<file path="config.mk">
export PLATFORM = sky130hd
export DESIGN_NAME = tmr_unit
export DESIGN_NICKNAME = d
export VERILOG_FILES = /design/src/rtl/tmr_pkg.sv /design/src/rtl/tmr_edge_sync.sv /design/src/rtl/tmr_clk_sel.sv /design/src/rtl/tmr_chan.sv /design/src/rtl/tmr_ost.sv /design/src/rtl/tmr_unit.sv
export SDC_FILE = /design/constraint.sdc
export NUM_CORES = 2
export LEC_CHECK = 0
export BUFFER_PORTS_ARGS = -buffer_cell sky130_fd_sc_hd__clkbuf_2
export CAP_MARGIN = 20
export CORE_AREA = 2 2 398 321
export CTS_CLUSTER_DIAMETER = 100
export DETAILED_ROUTE_END_ITERATION = 7
export DIE_AREA = 0 0 400 323
export GPL_TIMING_DRIVEN = 1
export HOLD_SLACK_MARGIN = 0.1
export SLEW_MARGIN = 20
export SYNTH_ARGS = -nofsm -noshare
export SYNTH_HDL_FRONTEND = slang
export SYNTH_HIERARCHICAL = 1
export SYNTH_SLANG_ARGS = --single-unit
</file>
<file path="constraint.sdc">
create_clock -name clk_i -period 26.9 [get_ports clk_i]
set_input_delay 4.035 -clock clk_i [delete_from_list [all_inputs] [get_ports clk_i]]
set_output_delay 4.035 -clock clk_i [all_outputs]
set_load 0.01 [all_outputs]
</file>
<file path="src/rtl/tmr_pkg.sv">
package tmr_pkg;

  typedef enum logic [1:0] {
    SRC_PCLK = 2'd0,
    SRC_EXT  = 2'd1,
    SRC_RTC  = 2'd2,
    SRC_OFF  = 2'd3
  } src_e;

  typedef enum logic [1:0] {
    MODE_FREE     = 2'd0,
    MODE_PERIODIC = 2'd1,
    MODE_PWM      = 2'd2,
    MODE_ALT      = 2'd3
  } mode_e;

  // control word: [6:5] mode, [4:2] prescale code, [1:0] source
  typedef struct packed {
    mode_e      mode;
    logic [2:0] presc;
    src_e       src;
  } clk_ctl_t;

  localparam int CTL_W     = 7;
  localparam int PRESC_W   = 10;
  localparam int PRESC_MAX = 5;

  localparam int A_GATE    = 0;
  localparam int A_GSET    = 1;
  localparam int A_GCLR    = 2;
  localparam int A_FLAG    = 3;
  localparam int A_FCLR    = 4;
  localparam int A_MASK    = 5;
  localparam int A_WCTL    = 6;
  localparam int A_OCTL    = 7;
  localparam int A_OCMPL   = 8;
  localparam int A_OCMPH   = 9;
  localparam int A_OCNTL   = 10;
  localparam int A_OCNTH   = 11;
  localparam int A_CH_BASE = 16;
  localparam int CH_STRIDE = 4;

  localparam int MAX_CH    = 8;
  localparam int DED_CH    = 5;
  localparam int WDT_BIT   = 8;
  localparam int OST_BIT   = 9;
  localparam int GATE_W    = 10;
  localparam int FLAG_W    = 9;
  localparam int OST_FLAG  = 8;

  // terminal value of the prescale counter: 4^code - 1, saturating at code 5
  function automatic logic [PRESC_W-1:0] presc_limit(input logic [2:0] code);
    int unsigned c;
    c = (int'(code) > PRESC_MAX) ? PRESC_MAX : int'(code);
    return PRESC_W'((32'd1 << (2 * c)) - 32'd1);
  endfunction

endpackage

</file>
<file path="src/rtl/tmr_edge_sync.sv">
module tmr_edge_sync #(
  parameter int N = 2
) (
  input  logic         clk_i,
  input  logic         rst_ni,
  input  logic [N-1:0] async_i,
  output logic [N-1:0] pulse_o
);

  for (genvar g = 0; g < N; g++) begin : g_bit
    logic [2:0] sh_q;
    logic [2:0] sh_d;

    assign sh_d = {sh_q[1:0], async_i[g]};

    always_ff @(posedge clk_i or negedge rst_ni) begin
      if (!rst_ni) sh_q <= '0;
      else         sh_q <= sh_d;
    end

    assign pulse_o[g] = sh_q[1] & ~sh_q[2];

    p_one_pulse_r1: assert property (@(posedge clk_i) disable iff (!rst_ni)
      pulse_o[g] |=> !pulse_o[g]);
  end

endmodule

</file>
<file path="src/rtl/tmr_clk_sel.sv">
module tmr_clk_sel
  import tmr_pkg::*;
(
  input  logic       clk_i,
  input  logic       rst_ni,
  input  logic       en_i,
  input  src_e       src_i,
  input  logic [2:0] presc_i,
  input  logic       ext_tick_i,
  input  logic       rtc_tick_i,
  output logic       tick_o
);

  logic [PRESC_W-1:0] pcnt_q, pcnt_d;
  logic [PRESC_W-1:0] limit;
  logic               src_tick;
  logic               active;
  logic               at_lim;

  always_comb begin
    unique case (src_i)
      SRC_PCLK: src_tick = 1'b1;
      SRC_EXT:  src_tick = ext_tick_i;
      SRC_RTC:  src_tick = rtc_tick_i;
      default:  src_tick = 1'b0;
    endcase
  end

  assign limit  = presc_limit(presc_i);
  assign active = en_i && (src_i != SRC_OFF);
  assign at_lim = (pcnt_q >= limit);
  assign tick_o = active && src_tick && at_lim;

  always_comb begin
    pcnt_d = pcnt_q;
    if (!active)       pcnt_d = '0;
    else if (src_tick) pcnt_d = at_lim ? '0 : pcnt_q + 1'b1;
  end

  always_ff @(posedge clk_i or negedge rst_ni) begin
    if (!rst_ni) pcnt_q <= '0;
    else         pcnt_q <= pcnt_d;
  end

  // a divided core-clock tick is never followed at once by another
  p_tick_spacing_r2: assert property (@(posedge clk_i) disable iff (!rst_ni)
    (tick_o && src_i == SRC_PCLK && presc_i != 3'd0)
      |=> (!tick_o || presc_i == 3'd0 || src_i != SRC_PCLK));

  // a stopped gate yields no tick
  p_gate_stops_r3: assert property (@(posedge clk_i) disable iff (!rst_ni)
    !en_i |-> !tick_o);

endmodule

</file>
<file path="src/rtl/tmr_chan.sv">
module tmr_chan
  import tmr_pkg::*;
#(
  parameter int CNT_W = 16
) (
  input  logic             clk_i,
  input  logic             rst_ni,
  input  logic             tick_i,
  input  mode_e            mode_i,
  input  logic [CNT_W-1:0] full_i,
  input  logic [CNT_W-1:0] half_i,
  input  logic             wr_cnt_i,
  input  logic [CNT_W-1:0] wr_val_i,
  output logic [CNT_W-1:0] cnt_o,
  output logic             hit_o,
  output logic             pwm_o
);

  logic [CNT_W-1:0] cnt_q, cnt_d;
  logic             match;
  logic             reload;

  assign match  = (cnt_q == full_i);
  assign reload = (mode_i != MODE_FREE);
  assign hit_o  = tick_i && match;

  always_comb begin
    cnt_d = cnt_q;
    if (wr_cnt_i)    cnt_d = wr_val_i;
    else if (tick_i) cnt_d = (reload && match) ? '0 : cnt_q + 1'b1;
  end

  always_ff @(posedge clk_i or negedge rst_ni) begin
    if (!rst_ni) cnt_q <= '0;
    else         cnt_q <= cnt_d;
  end

  assign cnt_o = cnt_q;
  assign pwm_o = (mode_i == MODE_PWM) && (cnt_q < half_i);

  p_reload_zero_r4: assert property (@(posedge clk_i) disable iff (!rst_ni)
    (!wr_cnt_i && tick_i && mode_i != MODE_FREE && cnt_q == full_i) |=> (cnt_q == '0));

  p_hold_idle_r10: assert property (@(posedge clk_i) disable iff (!rst_ni)
    (!wr_cnt_i && !tick_i) |=> $stable(cnt_q));

  p_load_r10: assert property (@(posedge clk_i) disable iff (!rst_ni)
    wr_cnt_i |=> (cnt_q == $past(wr_val_i)));

endmodule

</file>
<file path="src/rtl/tmr_ost.sv">
module tmr_ost #(
  parameter int OST_W = 32
) (
  input  logic             clk_i,
  input  logic             rst_ni,
  input  logic             tick_i,
  input  logic [OST_W-1:0] cmp_i,
  output logic [OST_W-1:0] cnt_o,
  output logic             hit_o
);

  logic [OST_W-1:0] cnt_q, cnt_d;
  logic             match;

  assign match = (cnt_q == cmp_i);
  assign hit_o = tick_i && match;

  always_comb begin
    cnt_d = cnt_q;
    if (tick_i) cnt_d = match ? '0 : cnt_q + 1'b1;
  end

  always_ff @(posedge clk_i or negedge rst_ni) begin
    if (!rst_ni) cnt_q <= '0;
    else         cnt_q <= cnt_d;
  end

  assign cnt_o = cnt_q;

  p_ost_wrap_r9: assert property (@(posedge clk_i) disable iff (!rst_ni)
    (tick_i && cnt_q == cmp_i) |=> (cnt_q == '0));

endmodule

</file>
<file path="src/rtl/tmr_unit.sv">
module tmr_unit
  import tmr_pkg::*;
#(
  parameter int NUM_CH = 8,
  parameter int CNT_W  = 16,
  parameter int OST_W  = 32,
  parameter int ADDR_W = 8
) (
  input  logic              clk_i,
  input  logic              rst_ni,
  input  logic              ext_clk_i,
  input  logic              rtc_clk_i,
  input  logic              wr_en_i,
  input  logic [ADDR_W-1:0] addr_i,
  input  logic [31:0]       wdata_i,
  output logic [31:0]       rdata_o,
  output logic [NUM_CH-1:0] pwm_o,
  output logic [2:0]        irq_o,
  output logic              wdt_tick_o
);

  localparam logic [GATE_W-1:0] GATE_VALID =
    GATE_W'(((1 << NUM_CH) - 1) | (1 << WDT_BIT) | (1 << OST_BIT));
  localparam logic [FLAG_W-1:0] FLAG_VALID =
    FLAG_W'(((1 << NUM_CH) - 1) | (1 << OST_FLAG));
  localparam int IDX_W = ADDR_W - 2;

  // ---------------- reset release ----------------
  logic [1:0] rst_pipe_q;
  logic       rst_n;

  always_ff @(posedge clk_i or negedge rst_ni) begin
    if (!rst_ni) rst_pipe_q <= 2'b00;
    else         rst_pipe_q <= {rst_pipe_q[0], 1'b1};
  end
  assign rst_n = rst_pipe_q[1];

  // ---------------- address decode ----------------
  logic              wr_gset, wr_gclr, wr_fclr, wr_mask;
  logic              wr_wctl, wr_octl, wr_ocmpl, wr_ocmph;
  logic [ADDR_W-1:0] ch_off;
  logic              in_ch;
  logic [IDX_W-1:0]  ch_idx;
  logic [1:0]        ch_reg;
  logic [NUM_CH-1:0] wr_ch;

  assign wr_gset  = wr_en_i && (addr_i == ADDR_W'(A_GSET));
  assign wr_gclr  = wr_en_i && (addr_i == ADDR_W'(A_GCLR));
  assign wr_fclr  = wr_en_i && (addr_i == ADDR_W'(A_FCLR));
  assign wr_mask  = wr_en_i && (addr_i == ADDR_W'(A_MASK));
  assign wr_wctl  = wr_en_i && (addr_i == ADDR_W'(A_WCTL));
  assign wr_octl  = wr_en_i && (addr_i == ADDR_W'(A_OCTL));
  assign wr_ocmpl = wr_en_i && (addr_i == ADDR_W'(A_OCMPL));
  assign wr_ocmph = wr_en_i && (addr_i == ADDR_W'(A_OCMPH));

  assign ch_off = addr_i - ADDR_W'(A_CH_BASE);
  assign in_ch  = (addr_i >= ADDR_W'(A_CH_BASE)) && (ch_off < ADDR_W'(CH_STRIDE * NUM_CH));
  assign ch_idx = ch_off[ADDR_W-1:2];
  assign ch_reg = ch_off[1:0];

  for (genvar g = 0; g < NUM_CH; g++) begin : g_wdec
    assign wr_ch[g] = wr_en_i && in_ch && (ch_idx == IDX_W'(g));
  end

  // ---------------- register state ----------------
  logic [GATE_W-1:0]                  gate_q, gate_d;
  logic [FLAG_W-1:0]                  flag_q, flag_d;
  logic [FLAG_W-1:0]                  mask_q, mask_d;
  clk_ctl_t                           wctl_q, wctl_d;
  clk_ctl_t                           octl_q, octl_d;
  logic [31:0]                        ocmp_lo_q, ocmp_lo_d;
  clk_ctl_t [NUM_CH-1:0]              ctl_q, ctl_d;
  logic [NUM_CH-1:0][CNT_W-1:0]       full_q, full_d;
  logic [NUM_CH-1:0][CNT_W-1:0]       half_q, half_d;
  logic [FLAG_W-1:0]                  hit_vec;

  always_comb begin
    gate_d = gate_q;
    if (wr_gset) gate_d = gate_q | (wdata_i[GATE_W-1:0] & GATE_VALID);
    if (wr_gclr) gate_d = gate_q & ~wdata_i[GATE_W-1:0];

    flag_d = flag_q;
    if (wr_fclr) flag_d = flag_q & ~wdata_i[FLAG_W-1:0];
    flag_d = flag_d | hit_vec;

    mask_d    = wr_mask  ? (wdata_i[FLAG_W-1:0] & FLAG_VALID) : mask_q;
    wctl_d    = wr_wctl  ? clk_ctl_t'(wdata_i[CTL_W-1:0])     : wctl_q;
    octl_d    = wr_octl  ? clk_ctl_t'(wdata_i[CTL_W-1:0])     : octl_q;
    ocmp_lo_d = wr_ocmpl ? wdata_i                            : ocmp_lo_q;

    ctl_d  = ctl_q;
    full_d = full_q;
    half_d = half_q;
    for (int i = 0; i < NUM_CH; i++) begin
      if (wr_ch[i] && ch_reg == 2'd0) ctl_d[i]  = clk_ctl_t'(wdata_i[CTL_W-1:0]);
      if (wr_ch[i] && ch_reg == 2'd1) full_d[i] = wdata_i[CNT_W-1:0];
      if (wr_ch[i] && ch_reg == 2'd2) half_d[i] = wdata_i[CNT_W-1:0];
    end
  end

  always_ff @(posedge clk_i or negedge rst_n) begin
    if (!rst_n) begin
      gate_q    <= '0;
      flag_q    <= '0;
      mask_q    <= FLAG_VALID;
      wctl_q    <= '0;
      octl_q    <= '0;
      ocmp_lo_q <= '0;
      ctl_q     <= '0;
      full_q    <= '0;
      half_q    <= '0;
    end else begin
      gate_q    <= gate_d;
      flag_q    <= flag_d;
      mask_q    <= mask_d;
      wctl_q    <= wctl_d;
      octl_q    <= octl_d;
      ocmp_lo_q <= ocmp_lo_d;
      ctl_q     <= ctl_d;
      full_q    <= full_d;
      half_q    <= half_d;
    end
  end

  // ---------------- slow clock inputs ----------------
  logic ext_tick, rtc_tick;
  logic [1:0] slow_pulse;

  tmr_edge_sync #(.N(2)) u_sync (
    .clk_i   (clk_i),
    .rst_ni  (rst_n),
    .async_i ({rtc_clk_i, ext_clk_i}),
    .pulse_o (slow_pulse)
  );
  assign ext_tick = slow_pulse[0];
  assign rtc_tick = slow_pulse[1];

  // ---------------- channels ----------------
  logic [NUM_CH-1:0]            ch_tick;
  logic [NUM_CH-1:0]            ch_hit;
  logic [NUM_CH-1:0][CNT_W-1:0] ch_cnt;

  for (genvar g = 0; g < NUM_CH; g++) begin : g_ch
    tmr_clk_sel u_clk (
      .clk_i      (clk_i),
      .rst_ni     (rst_n),
      .en_i       (gate_q[g]),
      .src_i      (ctl_q[g].src),
      .presc_i    (ctl_q[g].presc),
      .ext_tick_i (ext_tick),
      .rtc_tick_i (rtc_tick),
      .tick_o     (ch_tick[g])
    );

    tmr_chan #(.CNT_W(CNT_W)) u_chan (
      .clk_i    (clk_i),
      .rst_ni   (rst_n),
      .tick_i   (ch_tick[g]),
      .mode_i   (ctl_q[g].mode),
      .full_i   (full_q[g]),
      .half_i   (half_q[g]),
      .wr_cnt_i (wr_ch[g] && ch_reg == 2'd3),
      .wr_val_i (wdata_i[CNT_W-1:0]),
      .cnt_o    (ch_cnt[g]),
      .hit_o    (ch_hit[g]),
      .pwm_o    (pwm_o[g])
    );
  end

  // ---------------- watchdog slot ----------------
  tmr_clk_sel u_wdt_clk (
    .clk_i      (clk_i),
    .rst_ni     (rst_n),
    .en_i       (gate_q[WDT_BIT]),
    .src_i      (wctl_q.src),
    .presc_i    (wctl_q.presc),
    .ext_tick_i (ext_tick),
    .rtc_tick_i (rtc_tick),
    .tick_o     (wdt_tick_o)
  );

  // ---------------- OS-timer slot ----------------
  logic             ost_tick, ost_hit;
  logic [OST_W-1:0] ost_cnt, ost_cmp;
  logic [31:0]      ost_cmp_hi_rd, ost_cnt_hi_rd;

  if (OST_W > 32) begin : g_ost_wide
    logic [OST_W-33:0] ocmp_hi_q, ocmp_hi_d;
    assign ocmp_hi_d = wr_ocmph ? wdata_i[OST_W-33:0] : ocmp_hi_q;
    always_ff @(posedge clk_i or negedge rst_n) begin
      if (!rst_n) ocmp_hi_q <= '0;
      else        ocmp_hi_q <= ocmp_hi_d;
    end
    assign ost_cmp       = {ocmp_hi_q, ocmp_lo_q};
    assign ost_cmp_hi_rd = 32'(ocmp_hi_q);
    assign ost_cnt_hi_rd = 32'(ost_cnt[OST_W-1:32]);
  end else begin : g_ost_narrow
    assign ost_cmp       = ocmp_lo_q[OST_W-1:0];
    assign ost_cmp_hi_rd = '0;
    assign ost_cnt_hi_rd = '0;
  end

  tmr_clk_sel u_ost_clk (
    .clk_i      (clk_i),
    .rst_ni     (rst_n),
    .en_i       (gate_q[OST_BIT]),
    .src_i      (octl_q.src),
    .presc_i    (octl_q.presc),
    .ext_tick_i (ext_tick),
    .rtc_tick_i (rtc_tick),
    .tick_o     (ost_tick)
  );

  tmr_ost #(.OST_W(OST_W)) u_ost (
    .clk_i  (clk_i),
    .rst_ni (rst_n),
    .tick_i (ost_tick),
    .cmp_i  (ost_cmp),
    .cnt_o  (ost_cnt),
    .hit_o  (ost_hit)
  );

  // ---------------- interrupt grouping ----------------
  logic [FLAG_W-1:0] pend;

  assign hit_vec = FLAG_W'(ch_hit) | (FLAG_W'(ost_hit) << OST_FLAG);
  assign pend    = flag_q & ~mask_q;

  always_comb begin
    irq_o[0] = 1'b0;
    for (int i = 0; i < MAX_CH; i++) begin
      if (i != DED_CH) irq_o[0] = irq_o[0] | pend[i];
    end
    irq_o[1] = pend[DED_CH];
    irq_o[2] = pend[OST_FLAG];
  end

  // ---------------- read mux ----------------
  always_comb begin
    rdata_o = '0;
    unique case (addr_i)
      ADDR_W'(A_GATE):  rdata_o = 32'(gate_q);
      ADDR_W'(A_FLAG):  rdata_o = 32'(flag_q);
      ADDR_W'(A_MASK):  rdata_o = 32'(mask_q);
      ADDR_W'(A_WCTL):  rdata_o = 32'(wctl_q);
      ADDR_W'(A_OCTL):  rdata_o = 32'(octl_q);
      ADDR_W'(A_OCMPL): rdata_o = ocmp_lo_q;
      ADDR_W'(A_OCMPH): rdata_o = ost_cmp_hi_rd;
      ADDR_W'(A_OCNTL): rdata_o = ost_cnt[31:0];
      ADDR_W'(A_OCNTH): rdata_o = ost_cnt_hi_rd;
      default: begin
        for (int i = 0; i < NUM_CH; i++) begin
          if (in_ch && ch_idx == IDX_W'(i)) begin
            unique case (ch_reg)
              2'd0:    rdata_o = 32'(ctl_q[i]);
              2'd1:    rdata_o = 32'(full_q[i]);
              2'd2:    rdata_o = 32'(half_q[i]);
              default: rdata_o = 32'(ch_cnt[i]);
            endcase
          end
        end
      end
    endcase
  end

  // ---------------- assertions ----------------
  p_flag_sticky_r6: assert property (@(posedge clk_i) disable iff (!rst_n)
    !wr_fclr |=> ((flag_q & $past(flag_q)) == $past(flag_q)));

  p_gate_set_r3: assert property (@(posedge clk_i) disable iff (!rst_n)
    wr_gset |=> ((gate_q & $past(wdata_i[GATE_W-1:0] & GATE_VALID))
                 == $past(wdata_i[GATE_W-1:0] & GATE_VALID)));

  p_ded_line_r7: assert property (@(posedge clk_i) disable iff (!rst_n)
    irq_o[1] |-> (flag_q[DED_CH] && !mask_q[DED_CH]));

endmodule

</file>
==> reports/qor.txt <==
cells after synthesis -> 4188
CP Capture Type -> output pin
chip height -> 323 um
fraction of layout instances using a drive strength above 1 -> 23.8%
r2r endpoint -> u_ost/cnt_o[29]
met1 usage -> 32.0%
#FFs+latches synth -> 654
first-pass GRT wire length -> 216000 um
CP Launch Type -> primary input
met3 usage -> 6.62%
Worst Path Required -> 22.86 ns
Fill cells -> 12.4k
Max rail drop VDD -> 41.5 uV
Util after Layout -> 38.3%
drt pass-1 iters -> 6
RD Place Congestion -> 0.923
Slew Viols, Final -> 0
synthesized net count -> 4485
Final ANT Viol Nets -> 0
total core area -> 126000 um^2
static leakage -> 0.0218 uW
grt ovf -> 0
TritonCTS clock tree -> done
setup violators final -> 0
DR vias -> 34.3k
sequential share of the synthesized area -> 37.5%
Rel. slew slack -> 15.2%
Initial Util -> 34.7%
post-CTS repair timing setup buffer count -> 0
class of the worst hold path -> reg -> async
synth-to-layout area growth -> 10.5%
largest net degree at the start of global routing -> 179
power density over the cells -> 53.2 nW/um^2
worst hold slack -> 0.351 ns
DRC viols -> 0
vias per cell -> 5.77
Final WS setup -> 14.66 ns
final setup TNS -> 0 ns
Rows -> 117
fin crit period -> 12.24 ns
die area -> 129000 um^2
dpl ws -> 14.71 ns
Worst-Skew Late Latency -> 0.67 ns
IO Port Bufs -> 88
Final Cycle Share -> 45.5%
worst slew pin tran -> 1.27 ns
DRT iter0 DRCs -> 3194
Worst R2R Setup Slack -> 22.43 ns
CTS Buf Count -> 74
worst r2r src -> octl_q[2]
Pwr Total -> 2570 uW
Arr. time, crit path -> 8.21 ns
Post-CTS Hold Fix Bufs -> 0
crit path launch -> addr_i[0]
Yosys cell types -> 95
Max Fclk -> 81.7 MHz
# nets final -> 4523
met2 usage -> 31.3%
initial antenna violation count -> 9
Die W -> 400 um
Total GRT Usage -> 22.0%
Clock Pin Slew Worst Setup and Hold Paths -> 0.06 ns
vias in the first global route -> 32.9k
outcome -> finished clean
H-tree levels -> 3
Mapped Area -> 43700 um^2
Post-synth EDFFs -> 0
RSZ-0062 raised after global routing -> no
maxcap violations -> 0
worst-path maximum fanout -> 72
Yosys warnings -> 6
CTS sink cnt -> 654
post_cts resized -> 0
final WL -> 143000 um
Critical Path Sink -> rdata_o[0]
DPL Wire Length -> 98600 um
wire length per cell -> 24.0 um
cells on worst reg2reg path -> 13
critical path class -> in -> out
Final Skew -> 0.0262 ns
final hold violation count -> 0
clock root cell -> clkbuf_16
I/O Pins -> 89
ys flop type -> dfrtp_1
CTS max path bufs -> 3
GRT Max-Usage Layer -> met1
Async SR Flop Fraction -> 100%
Mapped Avg Cell Area -> 10.4 um^2
## synth_stat cells, types with 48 or more instances
cell type	count	area (um^2)
dfrtp_1	645	16100
mux2_2	423	4760
nand2_1	285	1070
nor2_1	269	1010
ha_1	252	3150
inv_1	243	912
xor2_1	238	2080
a21oi_1	156	781
nand3_1	122	611
a22o_1	89	780
o21ai_2	89	780
nand4_1	88	551
o21ai_0	78	390
xnor2_1	78	683
clkbuf_1	61	229
buf_2	58	290
mux4_2	56	1260
a221oi_1	51	447
nor2b_1	51	319
nor3_1	49	245
nor4_2	48	601
## registers in the layout, summed over array words and instances (netlist names), named ones only
name and count:
full_q 128, u_sync/g_bit.sh_q 6, u_wdt_clk/pcnt_q 10, u_ost/cnt_o 32, g_ch.u_clk/pcnt_q 80, mask_q 9
flag_q 9, half_q 128, ocmp_lo_q 32, ctl_q 56, wctl_q 7, u_ost_clk/pcnt_q 10
rst_pipe_q 2, g_ch.u_chan/cnt_o 128, octl_q 7
## where the power goes
| group | total, uW | internal (uW) | leakage, uW | switching [uW] |
|---|---|---|---|---|
| Sequential | 1100 | 1030 | 0.00896 | 78.8 |
| Combinational | 398 | 158 | 0.0116 | 240 |
| Clock | 1070 | 629 | 0.00124 | 439 |
| Total | 2570 | 1810 | 0.0218 | 758 |
## per-stage QoR
stage | std cells | cell area (um^2)
2_1_floorplan | 4188 | 43700
3_3_place_gp | 5810 | 45600
3_5_place_dp | 5813 | 45700
4_1_cts | 5942 | 48200
5_1_grt | 5945 | 48300
6_report | 5950 | 48300
## layout by cell type, fill, tap and decap left out, types with 29 or more instances in the layout
master	netlist	final
a211oi_1	32	32
a21o_1	32	32
a21oi_1	156	156
a221oi_1	51	51
a22o_1	89	89
a22oi_1	40	40
and3_1	44	44
buf_4	23	38
clkbuf_16	0	76
clkbuf_2	3	85
dfrtp_1	645	644
ha_1	252	252
inv_1	243	243
mux2_2	423	423
mux4_2	56	56
nand2_1	285	285
nand3_1	122	122
nand4_1	88	88
nor2_1	269	268
nor2b_1	51	50
nor3_1	49	48
nor3b_1	29	29
nor4_1	36	36
nor4_2	48	48
o21ai_0	78	78
o21ai_2	89	89
o41ai_1	36	36
xnor2_1	78	78
xor2_1	238	238
## critical path: stages
cell,delay (ns)
clkbuf_8,0.50
buf_4,0.73
buf_4,0.64
mux4_2,0.59
nand2_1,0.09
nand2_1,0.07
a221o_1,0.40
a221oi_1,0.45
nor2_1,0.26
clkbuf_2,0.19
## how the worst min path moves through the flow
stage | from | end | slack (ns)
global placement | u_sync/g_bit[1].sh_q[0] | u_sync/g_bit[1].sh_q[1] | 0.33
CTS | rst_pipe_q[0] | rst_pipe_q[1] | 0.35
detailed placement | u_sync/g_bit[1].sh_q[0] | u_sync/g_bit[1].sh_q[1] | 0.34
floorplan | rst_pipe_q[0] | rst_pipe_q[1] | 0.33
finish | rst_pipe_q[1] | g_ch[5].u_clk/pcnt_q[7] | 0.35
global route | u_sync/g_bit[1].sh_q[0] | u_sync/g_bit[1].sh_q[1] | 0.37
## kinds of logic after synthesis
logic type      synth area share, %
flops                          37.5
other cells                 0.00858
simple gates                   14.8
xor+xnor                       6.34
buf+inv                        4.36
compound gates                 15.2
fa+ha+maj                      7.22
mux                            14.6
## per-layer routing
metal  up-vias  wire length (um)
li1      15500                 -
met4         2              3660
met1     17200             65800
met5         -                13
met3       211             14000
met2      1317             59500
## layout make-up
cell class                      instances  area (um^2)  area share (%)
Tap cell                             1666         2080            4.32
Timing Repair Buffer                  133          870            1.80
Sequential cell                       654        16400            33.9
Clock inverter                         21          305           0.632
Multi-Input combinational cell       3102        25400            52.7
Antenna cell                            5         12.5          0.0259
Clock buffer                          108         2210            4.58
Inverter                              261          980            2.03
(Power assumes the default switching activity.)
